## config.mk

```make
export PLATFORM = sky130hd
export DESIGN_NAME = quad_class_alu
export DESIGN_NICKNAME = d
export VERILOG_FILES = /design/src/rtl/alu_pkg.sv /design/src/rtl/alu_logic_unit.sv /design/src/rtl/alu_addsub.sv /design/src/rtl/alu_compare.sv /design/src/rtl/alu_shifter.sv /design/src/rtl/quad_class_alu.sv
export SDC_FILE = /design/constraint.sdc
export NUM_CORES = 1
export LEC_CHECK = 0
export ABC_AREA = 1
export BUFFER_PORTS_ARGS = -buffer_cell sky130_fd_sc_hd__buf_2
export CAP_MARGIN = 20
export CORE_MARGIN = 2
export CORE_UTILIZATION = 60
export DETAILED_ROUTE_END_ITERATION = 8
export PLACE_DENSITY = 0.8
export SLEW_MARGIN = 20
export SYNTH_ARGS = -nofsm -noshare
export SYNTH_HDL_FRONTEND = slang
export SYNTH_SLANG_ARGS = --single-unit
```

## constraint.sdc

```tcl
create_clock -name vclk -period 9.99
set_input_delay 1.998 -clock vclk [all_inputs]
set_output_delay 1.998 -clock vclk [all_outputs]
set_load 0.05 [all_outputs]
```

## src/rtl/alu_pkg.sv

```systemverilog
package alu_pkg;
  typedef enum logic [1:0] {
    CLS_LOGIC = 2'b00,
    CLS_ARITH = 2'b01,
    CLS_CMP   = 2'b10,
    CLS_SHIFT = 2'b11
  } alu_class_e;

  localparam logic [1:0] SUB_SLT  = 2'b10;
  localparam logic [1:0] SUB_SLTU = 2'b11;
  localparam logic [1:0] SUB_SLL  = 2'b00;
  localparam logic [1:0] SUB_SRA  = 2'b11;
endpackage

```

## src/rtl/alu_logic_unit.sv

```systemverilog
module alu_logic_unit #(
  parameter int W = 32
) (
  input  logic [W-1:0] a,
  input  logic [W-1:0] b,
  input  logic [1:0]   sub,
  output logic [W-1:0] y
);
  always_comb begin
    unique case (sub)
      2'b00:   y = a & b;
      2'b01:   y = a | b;
      2'b10:   y = a ^ b;
      default: y = ~(a | b);
    endcase
  end

  always_comb begin
    if (sub == 2'b11) a_r2_nor_clear: assert ((y & a) == '0);
  end
endmodule

```

## src/rtl/alu_addsub.sv

```systemverilog
module alu_addsub #(
  parameter int W = 32
) (
  input  logic [W-1:0] a,
  input  logic [W-1:0] b,
  input  logic [1:0]   sub,
  output logic [W-1:0] sum,
  output logic         cout,
  output logic         ovf_raw,
  output logic         zero,
  output logic         a_sign,
  output logic         b_sign
);
  logic         do_sub;
  logic [W-1:0] b_eff;
  logic [W:0]   wide;

  assign do_sub  = sub[1];
  assign b_eff   = do_sub ? ~b : b;
  assign wide    = {1'b0, a} + {1'b0, b_eff} + {{W{1'b0}}, do_sub};
  assign sum     = wide[W-1:0];
  assign cout    = wide[W];
  assign zero    = (sum == '0);
  assign a_sign  = a[W-1];
  assign b_sign  = b[W-1];
  assign ovf_raw = ~sub[0] & (a[W-1] == b_eff[W-1]) & (sum[W-1] != a[W-1]);

  always_comb begin
    if (do_sub) a_r7_sub_value: assert (sum == a - b);
  end
endmodule

```

## src/rtl/alu_compare.sv

```systemverilog
module alu_compare #(
  parameter int W = 32
) (
  input  logic [1:0]   sub,
  input  logic         a_sign,
  input  logic         b_sign,
  input  logic         diff_sign,
  input  logic         cout,
  output logic [W-1:0] y
);
  import alu_pkg::*;
  logic lt;

  always_comb begin
    lt = 1'b0;
    if (sub == SUB_SLT) lt = (a_sign != b_sign) ? a_sign : diff_sign;
    else if (sub == SUB_SLTU) lt = ~cout;
  end

  assign y = {{(W-1){1'b0}}, lt};

  always_comb begin
    if (!sub[1]) a_r5_low_codes_zero: assert (y == '0);
  end
endmodule

```

## src/rtl/alu_shifter.sv

```systemverilog
module alu_shifter #(
  parameter int W = 32,
  localparam int SHW = $clog2(W)
) (
  input  logic [W-1:0]   a,
  input  logic [SHW-1:0] shamt,
  input  logic [1:0]     sub,
  output logic [W-1:0]   y
);
  import alu_pkg::*;
  logic         fill;
  logic [W-1:0] lstage [0:SHW];
  logic [W-1:0] rstage [0:SHW];

  assign fill      = (sub == SUB_SRA) ? a[W-1] : 1'b0;
  assign lstage[0] = a;
  assign rstage[0] = a;

  for (genvar k = 0; k < SHW; k++) begin : g_stage
    localparam int STEP = 1 << k;
    assign lstage[k+1] = shamt[k] ? {lstage[k][W-1-STEP:0], {STEP{1'b0}}} : lstage[k];
    assign rstage[k+1] = shamt[k] ? {{STEP{fill}}, rstage[k][W-1:STEP]} : rstage[k];
  end

  assign y = (sub == SUB_SLL) ? lstage[SHW] : rstage[SHW];

  always_comb begin
    if (sub == SUB_SLL) a_r8_sll: assert (y == (a << shamt));
    if (sub == SUB_SRA) a_r8_sra: assert (y == W'($signed(a) >>> shamt));
  end
endmodule

```

## src/rtl/quad_class_alu.sv

```systemverilog
module quad_class_alu #(
  parameter int W = 32,
  localparam int SHW = $clog2(W)
) (
  input  logic [W-1:0]   opa,
  input  logic [W-1:0]   opb,
  input  logic [SHW-1:0] shamt,
  input  logic [3:0]     opcode,
  output logic [W-1:0]   result,
  output logic           carry_out,
  output logic           overflow,
  output logic           zero
);
  import alu_pkg::*;

  alu_class_e   cls;
  logic [1:0]   sub;
  logic [W-1:0] logic_y, arith_y, cmp_y, shift_y;
  logic         ovf_raw, a_sign, b_sign;

  assign cls = alu_class_e'(opcode[3:2]);
  assign sub = opcode[1:0];

  alu_logic_unit #(.W(W)) u_logic (.a(opa), .b(opb), .sub(sub), .y(logic_y));

  alu_addsub #(.W(W)) u_arith (
    .a(opa), .b(opb), .sub(sub), .sum(arith_y), .cout(carry_out),
    .ovf_raw(ovf_raw), .zero(zero), .a_sign(a_sign), .b_sign(b_sign)
  );

  alu_compare #(.W(W)) u_cmp (
    .sub(sub), .a_sign(a_sign), .b_sign(b_sign), .diff_sign(arith_y[W-1]),
    .cout(carry_out), .y(cmp_y)
  );

  alu_shifter #(.W(W)) u_shift (.a(opa), .shamt(shamt), .sub(sub), .y(shift_y));

  assign overflow = (cls == CLS_ARITH) & ovf_raw;

  always_comb begin
    unique case (cls)
      CLS_LOGIC: result = logic_y;
      CLS_ARITH: result = arith_y;
      CLS_CMP:   result = cmp_y;
      default:   result = shift_y;
    endcase
  end

  always_comb begin
    if (cls != CLS_ARITH) a_r6_no_overflow: assert (!overflow);
    if (cls == CLS_CMP && sub == SUB_SLT)
      a_r4_slt: assert (result == {{(W-1){1'b0}}, ($signed(opa) < $signed(opb))});
    if (cls == CLS_CMP && sub == SUB_SLTU)
      a_r5_sltu: assert (result == {{(W-1){1'b0}}, (opa < opb)});
    if (overflow && sub == 2'b00) a_r6_add_signs: assert (opa[W-1] == opb[W-1]);
    if (cls == CLS_LOGIC && sub == 2'b00) a_r1_and_sel: assert (result == (opa & opb));
  end
endmodule

```

==> results.toml <==
[setup_path]
critPathLaunchType = "input port"
slowest_delay_ns = 0.73
critPathMaxFanout = 32
end_kind = "output pin"
cp.required_ns = 7.99
crit_chain = "buf_2 -> buf_4 -> nand2_4 -> inv_4 -> nand2_2 -> a21oi_1 -> inv_1 -> a21oi_1 -> o21ai_1 -> o221ai_1 -> buf_2"
critPathSlowestCell = "a21oi_1"
critPathKind = "input port to output pin"
arrival_ns = 5.44
critPathLaunch = "opcode[1]"

[synth]
synth_cells = 1489
synth_nets = 1658
synth_fa_ha_area_frac = 0.153
yosysWarnings = 0
synth_simple_gate_area_frac = 0.357
ys_seq_area_frac = 0
yosysMostFrequentCell = "nand2_1"
syn_area_sq_um = 7890
synth_mux_area_frac = 0.0165
yosys-top-cells-count = "nand2_1 (482), inv_1 (159), o21ai_0 (125)"
synth_compound_area_frac = 0.297
synth_top_area_share = 0.229
synth_area_leader_cell = "nand2_1"
synth_area_leaders = "nand2_1 (23%), ha_1 (15%), o21ai_0 (7.9%)"
synth_top_family_by_area = "simple AND/OR/NAND/NOR gates"
postSynthAreaPerCell_sq_um = 5.30
synth_xor_area_frac = 0.0466
synth_cell_types = 48

[power_and_ir_drop]
vdd_drop_max_mv = 0.0465
powerDensity_nw_per_um2 = 77.5
leakagePower_nw = 4.40

[route]
drc = 0
vias = 10600
routedWlPerCell_microns = 18.5
drtIter0Drc = 1370
firstDrtPassIters = 6
wl_microns = 31400
antenna_left = 0
routed_via_density = 6.21

[timing]
rsz0062_at_grt = "no"
timing.final.hold_violations = 0
worstMarginPinSlew_ns = 1.07
finalMaxSlewViolations = 0
worst_slack_ns = 2.56
finalSetupViolCount = 0
period_share = 0.744
fin_crit_ns = 7.43
tns_ns = 0
max_freq_mhz = 135
relSlewSlack = 0.286

[global_routing]
grt_pass1_vias = 9190
gr-usage-met3 = 0.0652
grtUsageMet2 = 0.657
grt_max_degree = 76
grt_pass1_wl_microns = 48100
grt_overflow_total = 0
grt-busiest-layer = "met2"
grt_antenna_before_repair = 0
track_usage = 0.419
grtUsageMet1 = 0.574

[floorplanning]
core_sq_um = 12700
die_h_microns = 119
num_io_pins = 108
start_util = 0.620
die_x_microns = 119
num_rows = 41
dieArea_sq_um = 14100

[final_layout]
diodes = 0
clockBufferCount = 0
seq_area_sq_um = 0
area_delta_synth_final_pct = 5.88
fin_nets = 1699
final_util = 0.657
seq_cell_count = 0
instances_no_fill = 1700
drive_gt1_frac = 0.102

[clock_tree]
postCtsSetupBuffers = 0
cts_resized = 0
cts_hold_buffers = 0

[placement]
hpwlAfterDp_microns = 25100
dpl_worst_slack_ns = 2.68
dp.cells = 1700
port_buffers = 108
globalplace.congestion = 1.06

[status]
status = "finished, final reports clean"

[min_path]
worstHoldPathType = "input port to output pin"
worstHoldStart = "opcode[3]"

[run]
cap_violations = 0
==> cells in the final DEF, fill, tap and decap left out, drive strengths merged, types with 11 or more instances in the layout <==
cell type	n
buf	121
inv	167
a21oi	78
o21ai	204
nor2	88
nand3	74
o211ai	34
o221ai	11
a221oi	22
mux2i	13
ha	95
nand4	11
xor2	36
nand2	495
==> critical path: cells and delay by family <==
kind                   cells  cell delay [ns]
buffers and inverters      5             1.83
AOI/OAI and AO/OA          4             1.27
and+or+nand+nor            2             0.31
==> worst paths after layout <==
path,cells after the start,end,slack (ns)
max,11,result[18],2.56
min,4,result[0],4.50
==> power breakdown <==
part           internal [mW]  total, mW  switching [mW]
clock                      0          0               0
combinational          0.188      0.648           0.460
sequential                 0          0               0
total                  0.188      0.648           0.460
==> logic make-up (layout without fill, tap and decap cells) <==
kind of cell,Yosys count,after routing
adder cells (fa/ha/maj),96,96
buffers and inverters,251,290
XOR/XNOR,42,42
AO/OA/AOI/OAI,398,398
multiplexers,13,13
AND/OR/NAND/NOR,689,689
==> routing by layer <==
metal	vias to the layer above	routed length [microns]
met5	-	0
met4	0	1360
met3	99	3550
met2	707	13500
met1	4669	13000
li1	5082	-
==> layout make-up <==
cell class	count	area (sq um)
Inverter	169	637
Fill cell	1333	4370
Timing Repair Buffer	121	638
Multi-Input combinational cell	1238	6870
Tap cell	172	215
==> stage by stage <==
step	hold WS [ns]	total power, mW	instance area [sq um]
detailed placement	4.49	0.625	8360
global route	4.51	0.700	8360
finish	4.50	0.648	8360
floorplan	4.28	0.458	7890
CTS	4.49	0.628	8360
global placement	4.48	0.617	8360
Note: power is estimated with default switching activity, not from simulation.
